**src/rtl/sdram_trk_pkg.sv**
```systemverilog
package sdram_trk_pkg;

    typedef enum logic [2:0] {
        CMD_NOP = 3'd0,
        CMD_ACT = 3'd1,
        CMD_RD  = 3'd2,
        CMD_WR  = 3'd3,
        CMD_PRE = 3'd4,
        CMD_REF = 3'd5,
        CMD_MRS = 3'd6,
        CMD_BST = 3'd7
    } cmd_e;

    localparam int ST_W = 4;

    typedef enum logic [ST_W-1:0] {
        BK_IDLE    = 4'd0,
        BK_OPENING = 4'd1,
        BK_OPEN    = 4'd2,
        BK_RD      = 4'd3,
        BK_WR      = 4'd4,
        BK_RD_AP   = 4'd5,
        BK_WR_AP   = 4'd6,
        BK_CLOSING = 4'd7,
        BK_REFRESH = 4'd8
    } bank_st_e;

    function automatic cmd_e decode_pins(input logic cs_n, input logic ras_n,
                                         input logic cas_n, input logic we_n);
        if (cs_n) return CMD_NOP;
        case ({ras_n, cas_n, we_n})
            3'b011:  return CMD_ACT;
            3'b101:  return CMD_RD;
            3'b100:  return CMD_WR;
            3'b010:  return CMD_PRE;
            3'b001:  return CMD_REF;
            3'b000:  return CMD_MRS;
            3'b110:  return CMD_BST;
            default: return CMD_NOP;
        endcase
    endfunction

    function automatic int max_of(input int a, input int b);
        return (a > b) ? a : b;
    endfunction

endpackage

```
**src/rtl/sdram_trk_decode.sv**
```systemverilog
module sdram_trk_decode
    import sdram_trk_pkg::*;
(
    input  logic en,
    input  logic cs_n,
    input  logic ras_n,
    input  logic cas_n,
    input  logic we_n,
    output cmd_e op
);
    always_comb begin
        op = en ? decode_pins(cs_n, ras_n, cas_n, we_n) : CMD_NOP;
    end
endmodule

```
**src/rtl/sdram_trk_guard.sv**
```systemverilog
module sdram_trk_guard #(
    parameter int CW = 4
) (
    input  logic          clk,
    input  logic          rst,
    input  logic          en,
    input  logic          load,
    input  logic [CW-1:0] load_val,
    output logic          busy
);
    logic [CW-1:0] cnt;

    always_ff @(posedge clk) begin
        if (rst) begin
            cnt <= '0;
        end else if (load) begin
            cnt <= load_val;
        end else if (en && cnt != '0) begin
            cnt <= cnt - 1'b1;
        end
    end

    assign busy = (cnt != '0);
endmodule

```
**src/rtl/sdram_trk_bank.sv**
```systemverilog
module sdram_trk_bank
    import sdram_trk_pkg::*;
#(
    parameter int CW    = 4,
    parameter int T_RP  = 3,
    parameter int T_RCD = 3,
    parameter int T_RC  = 9
) (
    input  logic     clk,
    input  logic     rst,
    input  logic     en,
    input  cmd_e     op,
    input  logic     hit,
    input  logic     pre_hit,
    input  logic     a10,
    input  logic     accept,
    input  logic     burst_done,
    output bank_st_e st,
    output logic     reject
);
    logic [CW-1:0] cnt;

    always_comb begin
        reject = 1'b0;
        case (op)
            CMD_ACT: reject = hit && (st != BK_IDLE);
            CMD_RD, CMD_WR:
                reject = hit && !(st inside {BK_OPEN, BK_RD, BK_WR});
            CMD_PRE:
                reject = pre_hit && (st inside {BK_OPENING, BK_RD_AP, BK_WR_AP, BK_REFRESH});
            default: reject = 1'b0;
        endcase
    end

    always_ff @(posedge clk) begin
        if (rst) begin
            st  <= BK_IDLE;
            cnt <= '0;
        end else if (en) begin
            if (accept && op == CMD_REF) begin
                st  <= BK_REFRESH;
                cnt <= CW'(T_RC - 1);
            end else if (accept && op == CMD_ACT && hit) begin
                st  <= BK_OPENING;
                cnt <= CW'(T_RCD - 1);
            end else if (accept && op == CMD_RD && hit) begin
                st  <= a10 ? BK_RD_AP : BK_RD;
            end else if (accept && op == CMD_WR && hit) begin
                st  <= a10 ? BK_WR_AP : BK_WR;
            end else if (accept && op == CMD_PRE && pre_hit &&
                         (st inside {BK_OPEN, BK_RD, BK_WR})) begin
                st  <= BK_CLOSING;
                cnt <= CW'(T_RP - 1);
            end else begin
                case (st)
                    BK_OPENING, BK_CLOSING, BK_REFRESH: begin
                        if (cnt == '0) st <= (st == BK_OPENING) ? BK_OPEN : BK_IDLE;
                        else           cnt <= cnt - 1'b1;
                    end
                    BK_RD, BK_WR: begin
                        if (burst_done) st <= BK_OPEN;
                    end
                    BK_RD_AP, BK_WR_AP: begin
                        if (burst_done) begin
                            st  <= BK_CLOSING;
                            cnt <= CW'(T_RP - 1);
                        end
                    end
                    default: st <= st;
                endcase
            end
        end
    end
endmodule

```
**src/rtl/sdram_bank_tracker.sv**
```systemverilog
module sdram_bank_tracker
    import sdram_trk_pkg::*;
#(
    parameter int BA_W  = 2,
    parameter int T_RP  = 3,
    parameter int T_RCD = 3,
    parameter int T_RC  = 9,
    parameter int T_RRD = 2,
    parameter int T_MRD = 3
) (
    input  logic                       clk,
    input  logic                       rst,
    input  logic                       cke,
    input  logic                       cs_n,
    input  logic                       ras_n,
    input  logic                       cas_n,
    input  logic                       we_n,
    input  logic [BA_W-1:0]            ba,
    input  logic                       a10,
    input  logic [(2**BA_W)-1:0]       burst_done,
    output logic [ST_W*(2**BA_W)-1:0]  bank_state,
    output logic                       all_idle,
    output logic                       illegal,
    output logic [2:0]                 cmd_code
);
    localparam int NB    = 2 ** BA_W;
    localparam int T_MAX = max_of(max_of(max_of(T_RC, T_RP), max_of(T_RCD, T_RRD)), T_MRD);
    localparam int CW    = $clog2(T_MAX) + 1;

    logic     cke_q;
    logic     en;
    cmd_e     op;
    bank_st_e st [NB];
    logic [NB-1:0] reject;
    logic     global_bad;
    logic     bad;
    logic     accept;
    logic     rrd_busy;
    logic     mrd_busy;

    always_ff @(posedge clk) begin
        if (rst) cke_q <= 1'b1;
        else     cke_q <= cke;
    end
    assign en = cke_q;

    sdram_trk_decode u_dec (
        .en(en), .cs_n(cs_n), .ras_n(ras_n), .cas_n(cas_n), .we_n(we_n), .op(op)
    );

    for (genvar i = 0; i < NB; i++) begin : g_bank
        logic hit;
        assign hit = (ba == BA_W'(i));

        sdram_trk_bank #(
            .CW(CW), .T_RP(T_RP), .T_RCD(T_RCD), .T_RC(T_RC)
        ) u_bank (
            .clk(clk), .rst(rst), .en(en), .op(op),
            .hit(hit), .pre_hit(hit | a10), .a10(a10),
            .accept(accept), .burst_done(burst_done[i]),
            .st(st[i]), .reject(reject[i])
        );

        assign bank_state[i*ST_W +: ST_W] = st[i];
    end

    always_comb begin
        all_idle = 1'b1;
        for (int i = 0; i < NB; i++) begin
            if (st[i] != BK_IDLE) all_idle = 1'b0;
        end
    end

    always_comb begin
        global_bad = 1'b0;
        case (op)
            CMD_REF, CMD_MRS: global_bad = !all_idle;
            CMD_ACT:          global_bad = rrd_busy || mrd_busy;
            CMD_BST:          global_bad = 1'b1;
            default:          global_bad = 1'b0;
        endcase
    end

    assign bad    = (|reject) || global_bad;
    assign accept = en && !bad;

    sdram_trk_guard #(.CW(CW)) u_rrd (
        .clk(clk), .rst(rst), .en(en),
        .load(accept && op == CMD_ACT), .load_val(CW'(T_RRD - 1)), .busy(rrd_busy)
    );

    sdram_trk_guard #(.CW(CW)) u_mrd (
        .clk(clk), .rst(rst), .en(en),
        .load(accept && op == CMD_MRS), .load_val(CW'(T_MRD - 1)), .busy(mrd_busy)
    );

    always_ff @(posedge clk) begin
        if (rst) begin
            illegal  <= 1'b0;
            cmd_code <= CMD_NOP;
        end else begin
            illegal  <= en && bad;
            cmd_code <= op;
        end
    end
endmodule

```
**config.mk**
```make
export PLATFORM = sky130hd
export DESIGN_NAME = sdram_bank_tracker
export DESIGN_NICKNAME = d
export VERILOG_FILES = /design/src/rtl/sdram_trk_pkg.sv /design/src/rtl/sdram_trk_decode.sv /design/src/rtl/sdram_trk_guard.sv /design/src/rtl/sdram_trk_bank.sv /design/src/rtl/sdram_bank_tracker.sv
export SDC_FILE = /design/constraint.sdc
export NUM_CORES = 1
export LEC_CHECK = 0
export ABC_AREA = 1
export BUFFER_PORTS_ARGS = -buffer_cell sky130_fd_sc_hd__buf_4
export CAP_MARGIN = 5
export CORE_MARGIN = 5
export CORE_UTILIZATION = 54
export DETAILED_ROUTE_END_ITERATION = 8
export PLACE_DENSITY = 0.73
export SYNTH_ARGS = -nofsm -noshare
export SYNTH_HDL_FRONTEND = slang
export SYNTH_HIERARCHICAL = 1
export SYNTH_SLANG_ARGS = --single-unit
```
**constraint.sdc**
```tcl
create_clock -name clk -period 6.63 [get_ports clk]
set_input_delay 0.663 -clock clk [delete_from_list [all_inputs] [get_ports clk]]
set_output_delay 0.663 -clock clk [all_outputs]
set_load 0.02 [all_outputs]
```
# Word-level counts from Yosys, hierarchy flattened

Cells that the tools add are included.

Register bits: 51
Output and inout port bits: 21
Input bits: 14
Word-level logic and storage cells: 298

Multiplexer cells: 92
Add/subtract/negate cells: 6
Reductions and logical operators: 105
Equality and inequality tests: 76
Bitwise logic cells: 4

Operator list:

| kind                  | number |
|---|---|
| $mux W5               | 28 |
| $mux W4               | 32 |
| $eq A4 B3 Y1 const B  | 16 |
| $pmux W4 S3           | 4 |
| $logic_and A1 B1 Y1   | 42 |
| $ne A7 B3 Y1 const B  | 6 |
| $pmux W5 S2           | 4 |
| $ne A7 B2 Y1 const B  | 5 |
| $eq A4 B2 Y1 const B  | 8 |
| $reduce_bool A4 Y1    | 8 |
| $reduce_bool A8 Y1    | 4 |
| $ne A5 B3 Y1 const B  | 6 |
| $reduce_bool A5 Y1    | 6 |
| $sub A5 B1 Y5 const B | 6 |
| $reduce_and A6 Y1     | 4 |
| $reduce_or A2 Y1      | 12 |
| $eq A3 B3 Y1 const B  | 7 |
| $pmux W3 S7           | 1 |
| $logic_not A5 Y1      | 4 |
| $reduce_and A5 Y1     | 4 |
| $ne A3 B2 Y1 const B  | 6 |
| $eq A4 B1 Y1 const B  | 4 |
| $eq A4 B4 Y1 const B  | 4 |
| $pmux W1 S3           | 5 |
| other kinds (19)      | 57 |

# Longest topological paths before layout

Depth in word-level cells: 19
Depth in mapped cells: 22
Depth with buffers taken out: 22

# Modules after synthesis

Netlist, hierarchy kept.

Modules (own cells, without submodules):

| module             | cells an instance | area an instance (µm²) | times used | seq. area each (µm²) |
|---|---|---|---|---|
| sdram_trk_bank     | 162               | 918.4                  | 4          | 180.2 |
| sdram_trk_guard    | 48                | 326.6                  | 2          | 100.1 |
| sdram_bank_tracker | 62                | 372.9                  | 1          | 100.1 |
| sdram_trk_decode   | 13                | 51.3                   | 1          | 0.0 |

# Worst setup path before layout

No wires, ideal clock.

Path type: register to register
Start point: register cke_q
End point: register g_bank[0].u_bank.cnt[2]
Stages on the path, launching flop included: 21
Data arrival time: 3.979 ns
Library setup time: 0.064 ns
Setup slack: 2.587 ns
Buffers on the path: 0
Clock period less this slack: 4.043 ns
Data required time: 6.566 ns
Path through: dfxtp_1 -> nand3_1 -> nor2_1 -> inv_2 -> nand2_1 -> a311o_1 -> o22ai_1 -> nor2_1 -> nor3b_4 -> nand4_2 -> inv_1 -> inv_1 -> nor2_1 -> o21ai_2 -> nand3_2 -> nand2_1 -> nand2_1 -> nand2_2 -> nor2_4 -> nor2_1 -> nor2_1

Word-level cells in the longest chain between the ends: 16
Elaborated cells between the ends (all ways): 40
Classes of those cells: eq/ne (11); mux (11); reduce/logical (18)

Ends and longest elaborated chain:

| item                             | RTL line                 | RTL |
|---|---|---|
| from (decl)                      | sdram_bank_tracker.sv:30 | `logic cke_q;` |
| from (signal assigned)           | sdram_bank_tracker.sv:43 | `else cke_q <= cke;` |
| $mux W3 (*)                      | sdram_trk_decode.sv:12   | `op = en ? decode_pins(cs_n, ras_n, cas_n, we_n) : CMD_NOP;` |
| net op[2]                        | sdram_bank_tracker.sv:32 | `cmd_e op;` |
| $eq A3 B2 Y1                     | sdram_trk_bank.sv:25     | `case (op)` |
| $reduce_or A2 Y1                 | sdram_trk_bank.sv:25     |  |
| $pmux W1 S3 (*)                  | sdram_trk_bank.sv:25     |  |
| net reject[1]                    | sdram_bank_tracker.sv:34 | `logic [NB-1:0] reject;` |
| $reduce_or A4 Y1 (*)             | sdram_bank_tracker.sv:84 | `assign bad = (\|reject) \|\| global_bad;` |
| $logic_or A1 B1 Y1 (*)           | sdram_bank_tracker.sv:84 |  |
| $logic_not A1 Y1 (*)             | sdram_bank_tracker.sv:85 | `assign accept = en && !bad;` |
| $logic_and A1 B1 Y1 (*)          | sdram_bank_tracker.sv:85 |  |
| net accept                       | sdram_bank_tracker.sv:37 | `logic accept;` |
| $logic_and A1 B1 Y1 (3 in a row) | sdram_trk_bank.sv:50     | `end else if (accept && op == CMD_PRE && pre_hit &&` |
| $mux W5                          | sdram_trk_bank.sv:50     |  |
| $mux W5                          | sdram_trk_bank.sv:48     | `end else if (accept && op == CMD_WR && hit) begin` |
| $mux W5                          | sdram_trk_bank.sv:46     | `end else if (accept && op == CMD_RD && hit) begin` |
| $mux W5                          | sdram_trk_bank.sv:43     | `end else if (accept && op == CMD_ACT && hit) begin` |
| $mux W5                          | sdram_trk_bank.sv:40     | `if (accept && op == CMD_REF) begin` |
| to (signal assigned)             | sdram_trk_bank.sv:42     | `cnt <= CW'(T_RC - 1);` |
| to (signal assigned)             | sdram_trk_bank.sv:45     | `cnt <= CW'(T_RCD - 1);` |
| to (signal assigned)             | sdram_trk_bank.sv:53     | `cnt <= CW'(T_RP - 1);` |
| to (decl)                        | sdram_trk_bank.sv:21     | `logic [CW-1:0] cnt;` |

Mark *: on every way through the listed nets, which the timed path passes. The rest lies on a longest branch. The select of a mux whose other input is x is not followed.
A chain may end at the register's enable or synchronous reset.

# Worst setup path after layout

Start point: register cke_q
End point: register g_bank[1].u_bank.cnt[2]

Word-level cells in the longest chain between the ends: 16
Elaborated cells between the ends (all ways): 40
Classes of those cells: eq/ne (11); mux (11); reduce/logical (18)

Ends and longest elaborated chain:

| item                             | RTL line |
|---|---|
| $mux W3 (*)                      | sdram_trk_decode.sv:12 |
| net op[1]                        | sdram_bank_tracker.sv:32 |
| $eq A3 B2 Y1                     | sdram_trk_bank.sv:25 |
| $reduce_or A2 Y1                 | sdram_trk_bank.sv:25 |
| $pmux W1 S3 (*)                  | sdram_trk_bank.sv:25 |
| net reject[1]                    | sdram_bank_tracker.sv:34 |
| $reduce_or A4 Y1 (*)             | sdram_bank_tracker.sv:84 |
| $logic_or A1 B1 Y1 (*)           | sdram_bank_tracker.sv:84 |
| $logic_not A1 Y1 (*)             | sdram_bank_tracker.sv:85 |
| $logic_and A1 B1 Y1 (*)          | sdram_bank_tracker.sv:85 |
| net accept                       | sdram_bank_tracker.sv:37 |
| $logic_and A1 B1 Y1 (3 in a row) | sdram_trk_bank.sv:50 |
| $mux W5                          | sdram_trk_bank.sv:50 |
| $mux W5                          | sdram_trk_bank.sv:48 |
| $mux W5                          | sdram_trk_bank.sv:46 |
| $mux W5                          | sdram_trk_bank.sv:43 |
| $mux W5                          | sdram_trk_bank.sv:40 |
| to (signal assigned)             | sdram_trk_bank.sv:42 |
| to (signal assigned)             | sdram_trk_bank.sv:45 |
| to (signal assigned)             | sdram_trk_bank.sv:53 |
| to (decl)                        | sdram_trk_bank.sv:21 |

Marks and branches as above.

==> impl_metrics.yaml <==
placement:
  dp_hpwl_um: 8714
  dp_cells: 968
  portBuffers: 34
  place.gp.congestion: 0.9329
timing:
  tns_ps: 0
  finClkSkew_ps: 15.06
  fin_crit_sh: 0.6471
  report.final.slew_viol_count: 0
  finalHoldViolCount: 0
  rsz0062_at_grt: "false"
  worst_pin_slew_ps: 919.1
  period_needed_ps: 4290
  max_freq_mhz: 233.1
  setup_viol: 0
  slew_headroom: 0.3850
synth:
  synth.area.top_cells: "dfxtp_1 (21%), nand2_1 (18%), nor2_1 (11%)"
  yosysTopAreaCell: "dfxtp_1"
  synth_top_area_frac: 0.2149
  synth_area_mm2: 0.004751
  ys_warn_count: 6
  synth-seq-area-share: 0.2149
  synth_cells: 819
  ys_types: 32
  avgSynthCellArea_um2: 5.801
  synth-seq-cells: 51
final_layout:
  diodes: 0
  post-route-util: 0.6137
  drive_gt1_frac: 0.1740
  fin_nets: 887
  post_layout_nonfiller_instances: 976
  syn_to_final_growth_pct: 11.56
worst_setup_path:
  crit_end: "g_bank[1].u_bank/cnt[2]"
  worstRegToRegCells: 20
  crit_arrival_ps: 4550
  cp-end-kind: "register"
  crit_required_ps: 6890
  timing.rr.start: "cke_q"
  path_max_fanout: 64
  critPathKind: "register to register"
  ff2ff_setup_slack_ps: 2340
  crit_path_start_kind: "register"
  rr_endpoint: "g_bank[1].u_bank/cnt[2]"
  startpoint: "cke_q"
cts:
  cts_made_buffers: 5
  cts_resized: 0
  cts_root_buf: "clkbuf_8"
  cts_sinks: 51
  cts_buffer_depth: 2
  ctsHtreeMaxLevel: 2
  cts_setup_buffers: 0
  cts_hold_buf: 0
  cts_tree: "built"
  clock_latency_ps: 310
  path_clk_slew_ps: 100
power:
  peakVddDrop_uv: 228.7
  power_frac_comb: 0.678
  sequentialPowerShare: 0.229
  switching_share: 0.5273
  power.net_switching_mw: 1.301
  power.internal_mw: 1.167
  power_leakage_nw: 2.913
  clockPowerShare: 0.094
  powerDensity_mw_per_mm2: 465.6
route:
  vias_per_cell: 5.181
  ant_nets: 0
  routed_wirelength_um: 11360
  drt-wirelength-per-cell_um: 11.64
  vias: 5057
  drc: 0
  first_pass_iters: 5
  dr.first_iter.drc_count: 261
global_routing:
  antenna_found_initial: 0
  grt_max_degree: 65
  grt_pass1_vias: 4622
  track_usage: 0.2106
  overflow: 0
  grt_first_pass_wirelength_um: 19940
floorplan:
  coreArea_mm2: 0.008636
  die_area_mm2: 0.01077
  die_w_um: 103.8
  die_height_um: 103.8
  start_util: 0.5501
  fp-row-count: 34
  ios: 35
outcome:
  status: "finished, final reports clean"
job:
  maxCapViolCount: 0
worst_hold_path:
  hp-class: "register to register"
## flip-flops by register name, summed over array words and instances, names as in the netlist
| name | cells |
|---|---|
| g_bank.u_bank/cnt | 20 |
| g_bank.u_bank/st | 16 |
| u_mrd/cnt | 5 |
| u_rrd/cnt | 5 |
| cmd_code | 3 |
| cke_q | 1 |
| illegal | 1 |
## how the worst min path moves through the flow
| stage | startpoint | end | slack, ps | cells past startpoint |
|---|---|---|---|---|
| 6_report | u_mrd/cnt[4] | u_mrd/cnt[4] | 480 | 2 |
| 5_1_grt | u_rrd/cnt[4] | u_rrd/cnt[4] | 500 | 2 |
| 4_1_cts | u_mrd/cnt[4] | u_mrd/cnt[4] | 480 | 2 |
| 3_5_place_dp | u_mrd/cnt[4] | u_mrd/cnt[4] | 470 | 2 |
| 3_3_place_gp | u_mrd/cnt[4] | u_mrd/cnt[4] | 460 | 2 |
| 2_1_floorplan | u_mrd/cnt[4] | u_mrd/cnt[4] | 450 | 2 |
## per-stage QoR
step | hold slack (ps) | total power [mW] | area, um2 | setup WS (ps)
2_1_floorplan | 452.7 | 1.890 | 4781 | 2587
4_1_cts | 481.8 | 2.479 | 5300 | 2396
6_report | 481.7 | 2.468 | 5300 | 2340
5_1_grt | 503.5 | 2.767 | 5300 | 1907
3_3_place_gp | 460.5 | 2.190 | 5182 | 2648
3_5_place_dp | 466.1 | 2.238 | 5182 | 2433
## final cells by class
class	instances	area (um2)
fillers	848	3336
inverters	119	454.2
clock buffers	6	82.58
multi-input cells	653	3293
flip-flops and latches	51	1022
repair buffers	37	277.8
well taps	108	135.1
clock inverters	2	35.03
## layout by cell type, fill, tap and decap left out, types with 8 or more instances in the layout
cell type	Yosys	routed
nand3_1	87	87
nor2_4	17	17
o21ai_0	14	14
buf_4	0	37
clkinv_1	8	8
inv_1	92	92
a21oi_1	32	32
nor2_1	144	143
nand4_1	10	10
xor2_1	8	8
nand2_1	231	231
nand2_4	12	12
inv_2	15	15
dfxtp_1	51	50
nand2_2	25	25
conb_1	2	10
nand3_2	13	13
nor3_1	8	8
## synthesized netlist by cell type
cell and instances:
nand2_1 231, nor2_1 144, inv_1 92, nand3_1 87, dfxtp_1 51, a21oi_1 32
nand2_2 25, nor2_4 17, inv_2 15, o21ai_0 14, nand3_2 13, nand2_4 12
nand4_1 10, clkinv_1 8, nor3_1 8, xor2_1 8, ha_1 6, o22ai_1 6
nor2_2 5, nor3_2 5, a21boi_0 4, a311o_1 4, clkbuf_1 4, o21ai_2 4
o21ai_1 3, clkinv_2 2, conb_1 2, inv_4 2, nand4_4 2, nand4_2 1
nor3b_4 1, or2_1 1
## power by group through the flow
stage	sequential (mW)	combinational, mW	clock, mW
4_1_cts	0.564	1.68	0.238
5_1_grt	0.586	1.93	0.252
6_report	0.564	1.67	0.231
3_3_place_gp	0.568	1.62	0
3_5_place_dp	0.571	1.67	0
2_1_floorplan	0.594	1.30	0
## cell families (layout without fill, tap and decap cells)
group | count (synthesis) | count (layout) | share of synthesized area
XOR/XNOR | 8 | 8 | 0.01475
flip-flops | 51 | 51 | 0.2149
AO/OA/AOI/OAI | 67 | 67 | 0.08164
AND/OR/NAND/NOR | 562 | 562 | 0.5726
buffers and inverters | 123 | 164 | 0.09876
other | 2 | 10 | 0.001581
adder cells (fa/ha/maj) | 6 | 6 | 0.01580
## worst max-delay path, cell delays in order, from the launching register on
cell     delay, ps
dfxtp_2        320
buf_4          530
nand3_1        210
nor2_1         740
nand2_1        220
a21oi_1        170
o22ai_1        100
nor2_1         140
nor3b_4        220
nand4_2        150
inv_1          250
inv_1          160
nor2_1         200
o21ai_2        160
nand3_2        120
nand2_1         60
nand2_1         70
nand2_2         60
nor2_4         150
nor2_1          60
nor2_1          90
## per-layer routing
metal	wire [um]	GRT usage	up-vias
li1	-	-	2681
met3	395	0.02612	19
met4	260	0.07493	0
met5	0	0	-
met2	5294	0.3543	107
met1	5410	0.2761	2250
Power figures use the tool's default switching activity.
